==> config.mk <==
export PLATFORM = sky130hd
export DESIGN_NAME = txdma_burst
export DESIGN_NICKNAME = d
export VERILOG_FILES = /design/src/rtl/txdma_pkg.sv /design/src/rtl/txdma_strobe_edge.sv /design/src/rtl/txdma_host_arb.sv /design/src/rtl/txdma_mover.sv /design/src/rtl/txdma_burst.sv
export SDC_FILE = /design/constraint.sdc
export NUM_CORES = 1
export LEC_CHECK = 0
export ABC_CLOCK_PERIOD_IN_PS = 4800
export CORE_UTILIZATION = 35
export CTS_CLUSTER_DIAMETER = 30
export DETAILED_ROUTE_END_ITERATION = 12
export SYNTH_ARGS = -nofsm -noshare
export SYNTH_HDL_FRONTEND = slang
export SYNTH_SLANG_ARGS = --single-unit
==> constraint.sdc <==
create_clock -name clk -period 4.8 [get_ports clk]
set_clock_uncertainty 0.15 [all_clocks]
set_input_delay 0.96 -clock clk [delete_from_list [all_inputs] [get_ports clk]]
set_output_delay 0.96 -clock clk [all_outputs]
set_load 0.1 [all_outputs]
==> src/rtl/txdma_pkg.sv <==
// Shared types for the transmit burst copier.
// Assumes: nothing beyond the types declared here.
package txdma_pkg;

    // Control sequence of the copier: idle, strobe window, burst in progress.
    typedef enum logic [1:0] {
        ST_IDLE = 2'd0,
        ST_WAIT = 2'd1,
        ST_MOVE = 2'd2
    } ctl_state_t;

endpackage

==> src/rtl/txdma_strobe_edge.sv <==
// Samples the active-low command strobe and reports its edges.
// Assumes: the strobe is already synchronous to clk; the register resets to
// the inactive (high) level, so a strobe held low out of reset shows a fall.
module txdma_strobe_edge (
    input  logic clk,
    input  logic rst_n,
    input  logic strobe_n,
    output logic fall,
    output logic rise
);

    logic strobe_q;

    // Remember the strobe level of the previous cycle.
    always_ff @(posedge clk) begin
        if (!rst_n) begin
            strobe_q <= 1'b1;
        end else begin
            strobe_q <= strobe_n;
        end
    end

    // Edge pulses, valid in the cycle the new level is seen.
    always_comb begin
        fall = strobe_q & ~strobe_n;
        rise = ~strobe_q & strobe_n;
    end

endmodule

==> src/rtl/txdma_host_arb.sv <==
// Grants the shared RAM to the host through an active-low acknowledge.
// When idle, the acknowledge follows the request with one cycle of delay.
// A falling strobe that finds the host granted keeps the grant for
// HOLD_CYC cycles so that the host's cycle can finish; otherwise the host is
// held off until the burst ends. On the edge that ends the burst, a pending
// request is granted.
// Assumes: HOLD_CYC >= 1 and the strobe is low for longer than HOLD_CYC
// cycles, so the finishing pulse ends before the first burst read.
module txdma_host_arb #(
    parameter int HOLD_CYC = 50
) (
    input  logic clk,
    input  logic rst_n,
    input  logic host_req,
    input  logic idle,
    input  logic strobe_fall,
    input  logic burst_done,
    output logic host_ack_n
);

    localparam int HW = $clog2(HOLD_CYC + 1);
    localparam logic [HW-1:0] HOLD_LOAD = HW'(HOLD_CYC - 1);

    logic [HW-1:0] hold_q;
    logic          ack_n_q;
    logic          take_fall;
    logic          idle_next;

    // A fall is acted on only from idle; later edges belong to the burst.
    always_comb begin
        take_fall = strobe_fall & idle;
        idle_next = (idle & ~strobe_fall) | burst_done;
    end

    // Acknowledge register and finishing-pulse counter.
    always_ff @(posedge clk) begin
        if (!rst_n) begin
            ack_n_q <= 1'b1;
            hold_q  <= '0;
        end else if (take_fall) begin
            hold_q  <= ack_n_q ? '0 : HOLD_LOAD;
            ack_n_q <= ack_n_q;
        end else if (hold_q != '0) begin
            hold_q  <= hold_q - HW'(1);
            ack_n_q <= 1'b0;
        end else if (idle_next) begin
            ack_n_q <= ~host_req;
        end else begin
            ack_n_q <= 1'b1;
        end
    end

    assign host_ack_n = ack_n_q;

endmodule

==> src/rtl/txdma_mover.sv <==
// Paced word copier. Each word uses a slot of WORD_CYC cycles:
// phase 0 issues the RAM read, phase 1 captures the returned word,
// phase 2 pushes it into the FIFO (held while the FIFO is full, with the
// phase counter frozen), and the remaining phases are idle spacing.
// Assumes: WORD_CYC >= 3, RAM read latency of exactly one cycle,
// 1 <= len <= 2**CNT_W when start is pulsed.
module txdma_mover #(
    parameter int DATA_W   = 16,
    parameter int SA_W     = 5,
    parameter int CNT_W    = 5,
    parameter int WORD_CYC = 100
) (
    input  logic                    clk,
    input  logic                    rst_n,
    input  logic                    start,
    input  logic [SA_W-1:0]         sa,
    input  logic [CNT_W:0]          len,
    output logic                    ram_rd_en,
    output logic [SA_W+CNT_W-1:0]   ram_addr,
    input  logic [DATA_W-1:0]       ram_rdata,
    output logic                    fifo_wr_en,
    output logic [DATA_W-1:0]       fifo_wdata,
    input  logic                    fifo_full,
    output logic                    busy,
    output logic                    stall,
    output logic                    done
);

    localparam int PH_W = $clog2(WORD_CYC);
    localparam logic [PH_W-1:0] PH_RD   = PH_W'(0);
    localparam logic [PH_W-1:0] PH_CAP  = PH_W'(1);
    localparam logic [PH_W-1:0] PH_WR   = PH_W'(2);
    localparam logic [PH_W-1:0] PH_LAST = PH_W'(WORD_CYC - 1);

    logic              busy_q;
    logic [PH_W-1:0]   ph_q;
    logic [CNT_W:0]    idx_q;
    logic [CNT_W:0]    len_q;
    logic [SA_W-1:0]   sa_q;
    logic [DATA_W-1:0] word_q;
    logic              slot_end;
    logic              last_word;

    // Slot decode: read, write, stall and end-of-slot conditions.
    always_comb begin
        stall      = busy_q && (ph_q == PH_WR) && fifo_full;
        slot_end   = busy_q && (ph_q == PH_LAST) && !stall;
        last_word  = (idx_q + (CNT_W + 1)'(1)) == len_q;
        done       = slot_end && last_word;
        ram_rd_en  = busy_q && (ph_q == PH_RD);
        fifo_wr_en = busy_q && (ph_q == PH_WR) && !fifo_full;
        ram_addr   = {sa_q, idx_q[CNT_W-1:0]};
        fifo_wdata = word_q;
        busy       = busy_q;
    end

    // Burst sequencing: slot phase, word index and captured parameters.
    always_ff @(posedge clk) begin
        if (!rst_n) begin
            busy_q <= 1'b0;
            ph_q   <= '0;
            idx_q  <= '0;
            len_q  <= '0;
            sa_q   <= '0;
        end else if (start) begin
            busy_q <= 1'b1;
            ph_q   <= PH_RD;
            idx_q  <= '0;
            len_q  <= len;
            sa_q   <= sa;
        end else if (busy_q && !stall) begin
            if (slot_end) begin
                ph_q <= PH_RD;
                if (last_word) begin
                    busy_q <= 1'b0;
                end else begin
                    idx_q <= idx_q + (CNT_W + 1)'(1);
                end
            end else begin
                ph_q <= ph_q + PH_W'(1);
            end
        end
    end

    // Word holding register, loaded one cycle after the read.
    always_ff @(posedge clk) begin
        if (!rst_n) begin
            word_q <= '0;
        end else if (busy_q && (ph_q == PH_CAP)) begin
            word_q <= ram_rdata;
        end
    end

endmodule

==> src/rtl/txdma_burst.sv <==
// Top of the transmit burst copier. Sequences idle -> strobe window ->
// burst -> idle, decodes the command fields, and connects the strobe edge
// detector, the host arbiter and the paced mover.
// Assumes: cmd_word is stable when the strobe rises; a strobe that falls
// during a burst is ignored.
module txdma_burst #(
    parameter int DATA_W       = 16,
    parameter int SA_W         = 5,
    parameter int CNT_W        = 5,
    parameter int WORD_CYC     = 100,
    parameter int ACK_HOLD_CYC = 50
) (
    input  logic                  clk,
    input  logic                  rst_n,
    input  logic                  cmd_strobe_n,
    input  logic [SA_W+CNT_W-1:0] cmd_word,
    input  logic                  host_req,
    output logic                  host_ack_n,
    output logic                  ram_rd_en,
    output logic [SA_W+CNT_W-1:0] ram_addr,
    input  logic [DATA_W-1:0]     ram_rdata,
    output logic                  fifo_wr_en,
    output logic [DATA_W-1:0]     fifo_wdata,
    input  logic                  fifo_full
);

    import txdma_pkg::*;

    localparam int FIELD_W = SA_W + CNT_W;

    ctl_state_t       st_q;
    logic             strb_fall;
    logic             strb_rise;
    logic             mv_start;
    logic             mv_busy;
    logic             mv_stall;
    logic             mv_done;
    logic             in_idle;
    logic             in_wait;
    logic [CNT_W-1:0] cnt_field;
    logic [SA_W-1:0]  sa_field;
    logic [CNT_W:0]   len_dec;

    // Field split and count decode (zero count means the maximum).
    always_comb begin
        cnt_field = cmd_word[CNT_W-1:0];
        sa_field  = cmd_word[FIELD_W-1:CNT_W];
        len_dec   = (cnt_field == '0) ? {1'b1, {CNT_W{1'b0}}} : {1'b0, cnt_field};
        in_idle   = (st_q == ST_IDLE);
        in_wait   = (st_q == ST_WAIT);
        mv_start  = in_wait && strb_rise;
    end

    // Control sequence: leave idle on the fall, burst on the rise.
    always_ff @(posedge clk) begin
        if (!rst_n) begin
            st_q <= ST_IDLE;
        end else begin
            unique case (st_q)
                ST_IDLE: if (strb_fall) st_q <= ST_WAIT;
                ST_WAIT: if (strb_rise) st_q <= ST_MOVE;
                ST_MOVE: if (mv_done)   st_q <= ST_IDLE;
                default: st_q <= ST_IDLE;
            endcase
        end
    end

    txdma_strobe_edge u_edge (
        .clk      (clk),
        .rst_n    (rst_n),
        .strobe_n (cmd_strobe_n),
        .fall     (strb_fall),
        .rise     (strb_rise)
    );

    txdma_host_arb #(
        .HOLD_CYC (ACK_HOLD_CYC)
    ) u_arb (
        .clk         (clk),
        .rst_n       (rst_n),
        .host_req    (host_req),
        .idle        (in_idle),
        .strobe_fall (strb_fall),
        .burst_done  (mv_done),
        .host_ack_n  (host_ack_n)
    );

    txdma_mover #(
        .DATA_W   (DATA_W),
        .SA_W     (SA_W),
        .CNT_W    (CNT_W),
        .WORD_CYC (WORD_CYC)
    ) u_mover (
        .clk        (clk),
        .rst_n      (rst_n),
        .start      (mv_start),
        .sa         (sa_field),
        .len        (len_dec),
        .ram_rd_en  (ram_rd_en),
        .ram_addr   (ram_addr),
        .ram_rdata  (ram_rdata),
        .fifo_wr_en (fifo_wr_en),
        .fifo_wdata (fifo_wdata),
        .fifo_full  (fifo_full),
        .busy       (mv_busy),
        .stall      (mv_stall),
        .done       (mv_done)
    );

endmodule

-- After elaboration in Yosys (flattened, before gate mapping)
Index checks and enable logic that the tools add are counted.
- bits in latches: 0
- register bits after elaboration: 51
- memories kept: 0
- memory bits (writable): 0
- bits in read-only memories: 0
- input port bits: 31
- logic and storage cells: 72
- $add $sub $neg: 3
- reduce and logical (&&, ||, !) cells: 24
- $mul: 0
- shift operators: 0
- equal/unequal tests: 9
- bitwise gates (word level): 11
- muxes and demuxes: 15
- magnitude comparators: 0
- divide/modulo/power cells: 0
- operators with widths (operator ; number):
    2-to-1 mux 6 bit ; 4
    logical AND 1 bit ; 10
    AND reduction 3 bit ; 3
    nonzero test 2 bit ; 4
    adder 7 x 1 -> 7 bit (second input constant) ; 1
    == test 7 x 1 -> 1 bit (second input constant) ; 1
    == test 7 x 2 -> 1 bit (second input constant) ; 1
    == test 7 bit (second input constant) ; 1
    logical NOT 7 bit ; 1
    2-to-1 mux 7 bit ; 1
    adder 6 x 1 -> 6 bit (second input constant) ; 1
    == test 6 bit ; 1
    2-to-1 mux 1 bit ; 6
    2-to-1 mux 2 bit ; 3
    NOT 1 bit ; 6
    one-hot mux 2 bit (3 select lines) ; 1
    nonzero test 6 bit ; 1
    subtractor 6 x 1 -> 6 bit (second input constant) ; 1
    logical NOT 5 bit ; 1
    bitwise AND 1 bit ; 4
    inequality test 2 bit (second input constant) ; 2
    == test 2 x 1 -> 1 bit (second input constant) ; 1
    == test 2 bit (second input constant) ; 1
    logical NOT 1 bit ; 2
    other kinds (4) ; 4

-- Logic depth before layout (Yosys ltp)
Gate-level depths: netlist of the first run.
- depth after elaboration: 9
- mapped depth: 7
- gate-level depth less buffers: 6

-- Hierarchy
Synthesis of the first run repeated with hierarchy kept, for this count alone.
- cell total of the unflattened synthesis: 303
- area, all modules: 2628.8 µm²
- modules (own cells, without submodules) (module ; area an instance (µm²) ; cells each ; times used):
    txdma_mover ; 2089.5 ; 240 ; 1
    txdma_host_arb ; 372.9 ; 42 ; 1
    txdma_burst ; 127.6 ; 17 ; 1
    txdma_strobe_edge ; 38.8 ; 4 ; 1

-- Worst setup path before layout of the first run
OpenSTA, ideal clock, no wires.
- path kind: register to output
- from: register u_mover.ph_q[2]
- to: output fifo_wr_en
- slack: 1125 ps
- path buffers: 2
- arrival: 2565 ps
- cell stages (with the launch flop): 7
- cell sequence: dfxtp_1 > nor4b_2 > and2_1 > buf_2 > buf_2 > nand2_1 > nor2_1
- cells in the longest elaborated chain, start to end: 3
- RTL lines (element ; line ; RTL):
    start, declared ; txdma_mover.sv:36 ; logic [PH_W-1:0] ph_q;
    start signal, assigned ; txdma_mover.sv:80 ; ph_q <= ph_q + PH_W'(1);
    == test 7 x 2 -> 1 bit ; txdma_mover.sv:51 ; fifo_wr_en = busy_q && (ph_q == PH_WR) && !fifo_full;
    logical AND 1 bit (2 in a row) ; txdma_mover.sv:51 ;
    end, declared ; txdma_burst.sv:22 ; output logic fifo_wr_en,
Every way passes these cells.

-- Worst setup path in the final report of the first run
- from: register u_mover.ph_q[2]
- to: output ram_rd_en
- cells in the longest elaborated chain, start to end: 2
- RTL lines (element ; line ; RTL):
    logical NOT 7 bit ; txdma_mover.sv:50 ; ram_rd_en = busy_q && (ph_q == PH_RD);
    logical AND 1 bit ; txdma_mover.sv:50 ;
    end, declared ; txdma_burst.sv:19 ; output logic ram_rd_en,
Every way passes these cells.

==> metrics, run 1 <==
outcome finished clean; Post-CTS Setup Inserts 0; peak supply drop 0.1223 mV; # IOs 60; H-tree levels 2; EDFF count, synth 0; Avg Synthesized Cell Area 8.483 sq um; CTS root buffer clkbuf_8; Row Count 29; hold endpoint u_mover.fifo_wdata[15]; synth unique cells 42; Layout Nets 374; Relative slew margins 0.3250; worst hold slack 0.3165 ns; final number of setup-violating endpoints 0; Max stage delay on crit path 1.13 ns; Final WS setup 1.184 ns; CTS sink count 51; slowest CP cell clkdlybuf4s50_1; drc violations 0; largest family of logic cells by synthesized area simple AND/OR/NAND/NOR gates; Finished Core Util 0.4764; DR WL met2 2356 microns; pin count of the biggest net entering global routing 38; min-delay src u_mover.fifo_wdata[15]; die width 85.26 microns; DR top layer met4; Max-Cap Viols 0; first-pass GRT wire length 8970 microns; Port-buffer cells 59; CTS tree yes; Critical Path End Type primary output; Synth Area in Compound Gates 0.1681; Main synth FF type dfxtp_1; CP Max Fanout 6; Starting DRT DRC Count 93; CP arrival 2.51 ns; Final Hold Fails 0; Post-Synth Simple-Gate Area 0.2558; max-slew violations 0; Num CTS Buffers 5; Clk Latency, worst-skew pair 0.30 ns; # hold bufs at CTS 0; vias 2041; antenna cell count 0; reg-to-reg slack, setup 2.25 ns; Reg2Reg Depth 5; pwr/cell area 303.7 mW/mm^2; r2r endpoint u_mover.fifo_wdata[8]; Antenna Nets Post-Route 0; WS Path Type reg -> out; Initial Utilization 0.3715; unrepaired setup endpoints after global routing no; met3 WL post-DR 389 microns; fraction of registers with async set/reset 0; fillers 662; clock tree buffer depth 2; min cycle time layout 3.617 ns; Synth Area in Adders 0.03610; area delta synth->final 28.26%; Yosys reg bits 51; Hold Path Depth 2; clk slew on worst S/H paths 0.08 ns; Die Span Y 85.26 microns; leak pwr 1.085 nW; Syn Inst Count 286; xor/xnor share of the synthesized area 0.05776; synth warn 0; Min-Delay Path Class reg -> reg; number of global-route vias before repair 1962; core region area 0.006531 sq mm; DR WL/cell 13.10 microns; Post-Syn Nets 324; commonest non-fill, non-tap cells in the layout 58 x nand2_1, 58 x clkdlybuf4s50_1, 51 x dfxtp_1; routed vias/inst 4.954; share of layout cells above drive strength 1 0.04179; met1 WL 2611 microns; Tcrit/Tclk final 0.7534; WP data required 3.69 ns; Mapped Area 0.002426 sq mm; crit-path cells nor4b_2 > and3_1 > clkdlybuf4s50_1; Pre-antenna DRT Iters 5; multiplexer share of the synthesized area 0.01702; Tightest Pin Transition 1.009 ns; Seq/Total Area, Yosys 0.4208; DP Wirelength 3939 microns; All-Layer GR Usage 0.1546; initial antenna violation count 0; TNS Setup 0 ns; die area 0.007268 sq mm; RD Place Congestion 0.7680; worst r2r src u_mover.ph_q[2]; startpoint types flip-flop; total global routing overflow 0; fmax 0.2765 GHz; Worst Setup SP u_mover.ph_q[2]; Place WS 1.492 ns; Post-CTS Resized 0; final wirelength 5397 microns
-- worst max path at each step --
stage	endpoint	cells after the start	slack [ns]
6_report	ram_rd_en	3	1.18
5_1_grt	ram_rd_en	3	1.01
4_1_cts	ram_rd_en	3	1.14
3_5_place_dp	ram_rd_en	3	1.49
3_3_place_gp	ram_rd_en	3	1.51
2_1_floorplan	fifo_wr_en	6	1.13
-- routing by layer --
metal,track usage,vias to the layer above
li1,-,1071
met1,0.1994,923
met2,0.2434,42
met3,0.06128,5
met4,0.03636,0
met5,0,-
-- area by class of cell --
class	count	area (sq um)	share of cell area
clock buffer	6	72.57	0.02332
inverter	6	22.52	0.007238
multi-input combinational	212	1304	0.4190
sequential	51	1021	0.3281
tap	77	96.34	0.03096
timing repair buffer	60	595.6	0.1914
-- power breakdown --
group          leakage, nW  internal (mW)  switching (mW)  total (mW)
combinational        0.634          0.111           0.131       0.241
clock               0.0371         0.0975           0.129       0.227
sequential           0.413          0.453          0.0243       0.477
total                 1.08          0.661           0.284       0.945
-- Yosys cell counts, types with 2 or more instances --
cell type / number / area [sq um]
a2111o_1: 2 / 22.52
a211oi_1: 3 / 22.52
a21boi_0: 27 / 202.7
a21oi_1: 11 / 55.05
and2_1: 4 / 25.02
and3_1: 4 / 25.02
buf_2: 2 / 10.01
buf_4: 5 / 37.54
clkbuf_1: 10 / 37.54
dfxtp_1: 51 / 1021
ha_1: 7 / 87.58
inv_1: 6 / 22.52
mux2i_1: 3 / 30.03
nand2_1: 58 / 217.7
nand2b_1: 3 / 18.77
nand3_1: 18 / 90.09
nand4_1: 4 / 25.02
nor2_1: 20 / 75.07
nor2b_1: 4 / 25.02
nor3_1: 2 / 10.01
nor3b_1: 2 / 15.01
nor4b_1: 2 / 17.52
o21ai_0: 4 / 20.02
or3_1: 2 / 12.51
xnor2_1: 8 / 70.07
xor2_1: 8 / 70.07
-- critical path: cells and delay by family, from the launching register on --
kind,cells,cell delay [ns]
DFF,1,0.35
and+or+nand+nor,2,0.73
buffers and inverters,1,1.13
-- sequential cells by signal (all words and copies together) (netlist names) --
signal	cells
u_arb.hold_q	6
u_mover.busy	1
u_mover.idx_q	6
u_mover.sa_q	5
u_arb.host_ack_n	1
st_q	2
u_mover.len_q	6
u_mover.ph_q	7
u_mover.fifo_wdata	16
u_edge.strobe_q	1
-- metrics by stage --
stage	instance area [sq um]	std cells	power, mW
final	3112	412	0.9452
after detailed placement	3039	406	0.7310
after global placement	3039	406	0.7273
after global routing	3112	412	1.010
after CTS	3112	412	0.9630
after floorplan	2426	286	0.6647
-- kinds of logic after synthesis --
| group | after synthesis |
|---|---|
| flip-flops | 51 |
| AO/OA/AOI/OAI | 55 |
| adder cells (fa/ha/maj) | 7 |
| AND/OR/NAND/NOR | 130 |
| buffers and inverters | 23 |
| XOR/XNOR | 16 |
| multiplexers | 4 |
No activity file was read; power rests on OpenSTA's default activity.
==> run 2: changes to the inputs <==
Settings changed: ABC_CLOCK_PERIOD_IN_PS 4800 to 3550.
Clock period 4.8 ns to 3.55 ns, I/O delays scaled along.
==> metrics, run 2 (synthesized netlist as in run 1, its figures left out) <==
CTS tree yes (unchanged); Max-Cap Viols 0 (unchanged); min cycle time layout 2.921 ns; Post-CTS Resized 0 (unchanged); clk slew on worst S/H paths 0.09 ns (was 0.08 ns); Final Hold Fails 0 (unchanged); All-Layer GR Usage 0.1652 (was 0.1546); antenna cell count 0 (unchanged); Row Count 29 (unchanged); commonest non-fill, non-tap cell in the layout nand2_1; max-slew violations 0 (unchanged); slowest CP cell nor4b_2 (was clkdlybuf4s50_1); unrepaired setup endpoints after global routing no (unchanged); CTS sink count 51 (unchanged); area of the multi-input gates 0.001304 sq mm (unchanged); total global routing overflow 0 (unchanged); CP arrival 2.06 ns (was 2.51 ns); fillers 665 (was 662); fmax 0.3424 GHz; clock tree buffer depth 2 (unchanged); Clk Latency, worst-skew pair 0.31 ns (was 0.30 ns); Pre-antenna DRT Iters 4 (was 5); Tcrit/Tclk final 0.8228; RD Place Congestion 0.7707 (was 0.7680); CTS root buffer clkbuf_8 (unchanged); Critical Path End Type primary output (unchanged); CP Max Fanout 18 (was 6); H-tree levels 2 (unchanged); routed vias/inst 4.962 (was 4.954); pwr/cell area 444.6 mW/mm^2 (was 303.7 mW/mm^2); crit-path cells nor4b_2 > and2_1 > buf_4 > nand2_1 > nor2_1 > buf_12 (was nor4b_2 > and3_1 > clkdlybuf4s50_1); Max stage delay on crit path 0.51 ns (was 1.13 ns); WS Path Type reg -> out (unchanged); max reg flops 16 (unchanged); # IOs 60 (unchanged); Starting DRT DRC Count 84 (was 93); die area 0.007268 sq mm (unchanged); Tot Pwr 1.396 mW (was 0.9452 mW); pin count of the biggest net entering global routing 24 (was 38); number of global-route vias before repair 2061 (was 1962); Post-CTS Setup Inserts 0 (unchanged); leak pwr 1.160 nW (was 1.085 nW); Num CTS Buffers 5 (unchanged); commonest non-fill, non-tap cells in the layout 58 x nand2_1, 51 x dfxtp_1, 38 x clkdlybuf4s50_1 (was 58 x nand2_1, 58 x clkdlybuf4s50_1, 51 x dfxtp_1); Antenna Nets Post-Route 0 (unchanged); WP data required 2.69 ns (was 3.69 ns); drc violations 0 (unchanged); DR WL/cell 13.10 microns (about the same); WP buf/inv 2 (was 1); Min-Delay Path Class reg -> reg (unchanged); Initial Utilization 0.3715 (unchanged); Die Span Y 85.26 microns (unchanged); DP Wirelength 4011 microns (was 3939 microns); Layout Nets 377 (was 374); Port-buffer cells 59 (unchanged); initial antenna violation count 0 (unchanged); register area 0.001021 sq mm (unchanged); Tightest Pin Transition 0.9815 ns (was 1.009 ns); # hold bufs at CTS 0 (unchanged); family with the most delay on the worst path simple AND/OR/NAND/NOR gates (was buffers and inverters); TNS Setup 0 ns (unchanged); final number of setup-violating endpoints 0 (unchanged); area delta synth->final 29.40% (was 28.26%); outcome finished clean (unchanged); die width 85.26 microns (unchanged); share of layout cells above drive strength 1 0.1176 (was 0.04179); Relative slew margins 0.3436 (was 0.3250); peak supply drop 0.1857 mV (was 0.1223 mV); core region area 0.006531 sq mm (unchanged); final wirelength 5464 microns (was 5397 microns); reg-to-reg slack, setup 1.09 ns (was 2.25 ns); startpoint types flip-flop (unchanged); vias 2069 (was 2041); first-pass GRT wire length 9646 microns (was 8970 microns)
[run 2: cell types whose count changed in the layout (fill, tap and decap cells not counted), sizes merged]
cell           delta
inv               +1
clkdlybuf4s50    -20
clkinvlp          +1
clkbuf            -1
bufinv            +1
buf              +23
[run 2: stage by stage]
stage | cell area (sq um) | worst slack, ns | util | std cells | hold WS (ns)
floorplan | 2426 | 0.1253 | - | 286 | 0.3051
global placement | 3024 | 0.9636 | 0.4630 | 409 | 0.3002
detailed placement | 3024 | 0.8874 | 0.4630 | 409 | 0.3089
CTS | 3139 | 0.5763 | 0.4807 | 417 | 0.3248
global route | 3139 | 0.4750 | 0.4807 | 417 | 0.3450
finish | 3139 | 0.6291 | 0.4807 | 417 | 0.3182
[run 2: final timing paths]
path / startpoint / endpoint / depth (start not counted)
worst max register to register: u_mover.idx_q[0] / u_mover.busy / 6
worst max-delay path: u_mover.ph_q[2] / fifo_wr_en / 6
worst min register to register: u_mover.fifo_wdata[8] / u_mover.fifo_wdata[8] / 2
worst min-delay path: u_mover.fifo_wdata[8] / u_mover.fifo_wdata[8] / 2
[run 2: worst register-to-register path, cell delays in order, from the launching register on]
cell and delay, ns:
dfxtp_1 0.46, ha_1 0.27, nor2b_1 0.08, o31a_1 0.31, a2111oi_4 0.61, nand3_2 0.20
a31o_2 0.29
[run 2: cell type report]
| type | instances | area share |
|---|---|---|
| inverter | 6 | 0.007174 |
| tap | 77 | 0.03069 |
| timing repair buffer | 63 | 0.1849 |
| clock inverter | 3 | 0.01475 |
| sequential | 51 | 0.3252 |
| multi-input combinational | 212 | 0.4153 |
| clock buffer | 5 | 0.02192 |
[run 2: routing by layer]
layer,GRT usage,wire (microns),up-vias
li1,-,-,1082
met1,0.2214,2551,937
met2,0.2500,2442,42
met3,0.05545,400,8
met4,0.05455,70,0
met5,0,0,-
[run 2: power by group]
part / switching [mW] / internal [mW]
combinational: 0.184 / 0.149
clock: 0.206 / 0.213
sequential: 0.0321 / 0.612
==> run 3: changes to the inputs <==
Settings changed: ABC_CLOCK_PERIOD_IN_PS 3550 to 3000.
Clock period 3.55 ns to 3 ns, I/O delays scaled along.
==> metrics, run 3 (synthesized netlist as in run 1, its figures left out) <==
outcome finished clean (unchanged); WS Path Type reg -> reg (was reg -> out); CTS tree yes (unchanged); Port-buffer cells 59 (unchanged); Tot Pwr 1.515 mW (was 1.396 mW); Min-Delay Path Class reg -> reg (unchanged); CTS sink count 51 (unchanged); number of global-route vias before repair 2005 (was 2061); fin cells 416 (was 417); Clk Latency, worst-skew pair 0.29 ns (was 0.31 ns); Antenna Nets Post-Route 0 (unchanged); Starting DRT DRC Count 118 (was 84); share of layout cells above drive strength 1 0.1416 (was 0.1176); # hold bufs at CTS 0 (unchanged); max reg flops 16 (unchanged); fillers 648 (was 665); first-pass GRT wire length 9487 microns (was 9646 microns); Final Hold Fails 0 (unchanged); Post-CTS Resized 0 (unchanged); total global routing overflow 0 (unchanged); Initial Utilization 0.3715 (unchanged); Tcrit/Tclk final 0.8220; WP data required 3.05 ns (was 2.69 ns); Post-CTS Setup Inserts 0 (unchanged); commonest non-fill, non-tap cell in the layout nand2_1 (unchanged); DR WL/cell 13.56 microns (was 13.10 microns); final number of setup-violating endpoints 0 (unchanged); Inst Count DP 410 (was 409); area delta synth->final 27.39% (was 29.40%); CP Max Fanout 9 (was 18); final wirelength 5643 microns (was 5464 microns); Tightest Pin Transition 0.6469 ns (was 0.9815 ns); drc violations 0 (unchanged); Critical Path End Type flip-flop (was primary output); Max-Cap Viols 0 (unchanged); All-Layer GR Usage 0.1641 (was 0.1652); vias 2082 (was 2069); Num CTS Buffers 5 (unchanged); Row Count 29 (unchanged); slowest CP cell a2111oi_4 (was nor4b_2); clk slew on worst S/H paths 0.09 ns (about the same); Max stage delay on crit path 0.65 ns (was 0.51 ns); crit-path cells ha_1 > nor2b_1 > o31a_1 > a2111oi_4 > nand3_2 > a31o_2 (was nor4b_2 > and2_1 > buf_4 > nand2_1 > nor2_1 > buf_12); commonest non-fill, non-tap cells in the layout 58 x nand2_1, 51 x dfxtp_1, 33 x buf_4 (was 58 x nand2_1, 51 x dfxtp_1, 38 x clkdlybuf4s50_1); unrepaired setup endpoints after global routing no (unchanged); H-tree levels 2 (unchanged); CTS root buffer clkbuf_8 (unchanged); leak pwr 1.163 nW (was 1.160 nW); startpoint types flip-flop (unchanged); die area 0.007268 sq mm (unchanged); routed vias/inst 5.005 (was 4.962); peak supply drop 0.2178 mV (was 0.1857 mV); pwr/cell area 490.2 mW/mm^2 (was 444.6 mW/mm^2); fmax 0.4055 GHz; initial antenna violation count 0 (unchanged); max-slew violations 0 (unchanged); Layout Nets 378 (was 377); pin count of the biggest net entering global routing 26 (was 24); min cycle time layout 2.466 ns; core region area 0.006531 sq mm (unchanged); Die Span Y 85.26 microns (unchanged); die width 85.26 microns (unchanged); Pre-antenna DRT Iters 4 (unchanged); CP arrival 2.51 ns (was 2.06 ns); worst hold slack 0.3207 ns (was 0.3182 ns); clock tree buffer depth 2 (unchanged); RD Place Congestion 0.8113 (was 0.7707); family with the most delay on the worst path compound AO/OA/AOI/OAI gates (was simple AND/OR/NAND/NOR gates); WP buf/inv 0 (was 2); Relative slew margins 0.5656 (was 0.3436); design area 0.003090 sq mm (was 0.003139 sq mm); DP Wirelength 4168 microns (was 4011 microns); Placed Area 0.003014 sq mm (was 0.003024 sq mm); antenna cell count 0 (unchanged); TNS Setup 0 ns (unchanged); # IOs 60 (unchanged)
## run 3: final timing paths
kind	from	slack, ns	depth (start not counted)	endpoint
worst max-delay path	u_mover.idx_q[0]	0.53	6	u_mover.busy
worst min-delay path	u_mover.fifo_wdata[6]	0.32	2	u_mover.fifo_wdata[6]
worst max register to register	u_mover.idx_q[0]	0.53	6	u_mover.busy
worst min register to register	u_mover.fifo_wdata[6]	0.32	2	u_mover.fifo_wdata[6]
## run 3: where the power goes
part	total [mW]	switching, mW	leakage [nW]	internal [mW]
registers	0.764	0.0392	0.413	0.725
logic	0.383	0.208	0.713	0.176
clock network	0.368	0.213	0.0361	0.155
total	1.51	0.459	1.16	1.06
## run 3: layout make-up
| class | count | area, sq um | area share |
|---|---|---|---|
| clock inverter | 1 | 7.507 | 0.002429 |
| timing repair buffer | 64 | 568.0 | 0.1838 |
| inverter | 6 | 22.52 | 0.007287 |
| sequential | 51 | 1021 | 0.3304 |
| tap | 77 | 96.34 | 0.03117 |
| multi-input combinational | 212 | 1306 | 0.4227 |
| clock buffer | 5 | 68.82 | 0.02227 |
## run 3: per-stage QoR
| step | setup WS [ns] | utilization |
|---|---|---|
| after floorplan | 0.1465 | - |
| after global placement | 0.5223 | 0.4615 |
| after detailed placement | 0.5024 | 0.4615 |
| after CTS | 0.5533 | 0.4732 |
| after global routing | 0.4342 | 0.4732 |
| final | 0.5339 | 0.4732 |
## run 3: per-layer routing
| layer | track usage | up-vias | wire length, microns |
|---|---|---|---|
| li1 | - | 1075 | - |
| met1 | 0.2091 | 954 | 2622 |
| met2 | 0.2639 | 47 | 2627 |
| met3 | 0.04961 | 6 | 305 |
| met4 | 0.05758 | 0 | 87 |
| met5 | 0 | - | 0 |
## run 3: worst min-delay path, delay by kind of cell (launching register included)
family	cells	cell delay, ns
flops	1	0.32
compound gates	1	0.06
simple gates	1	0.05
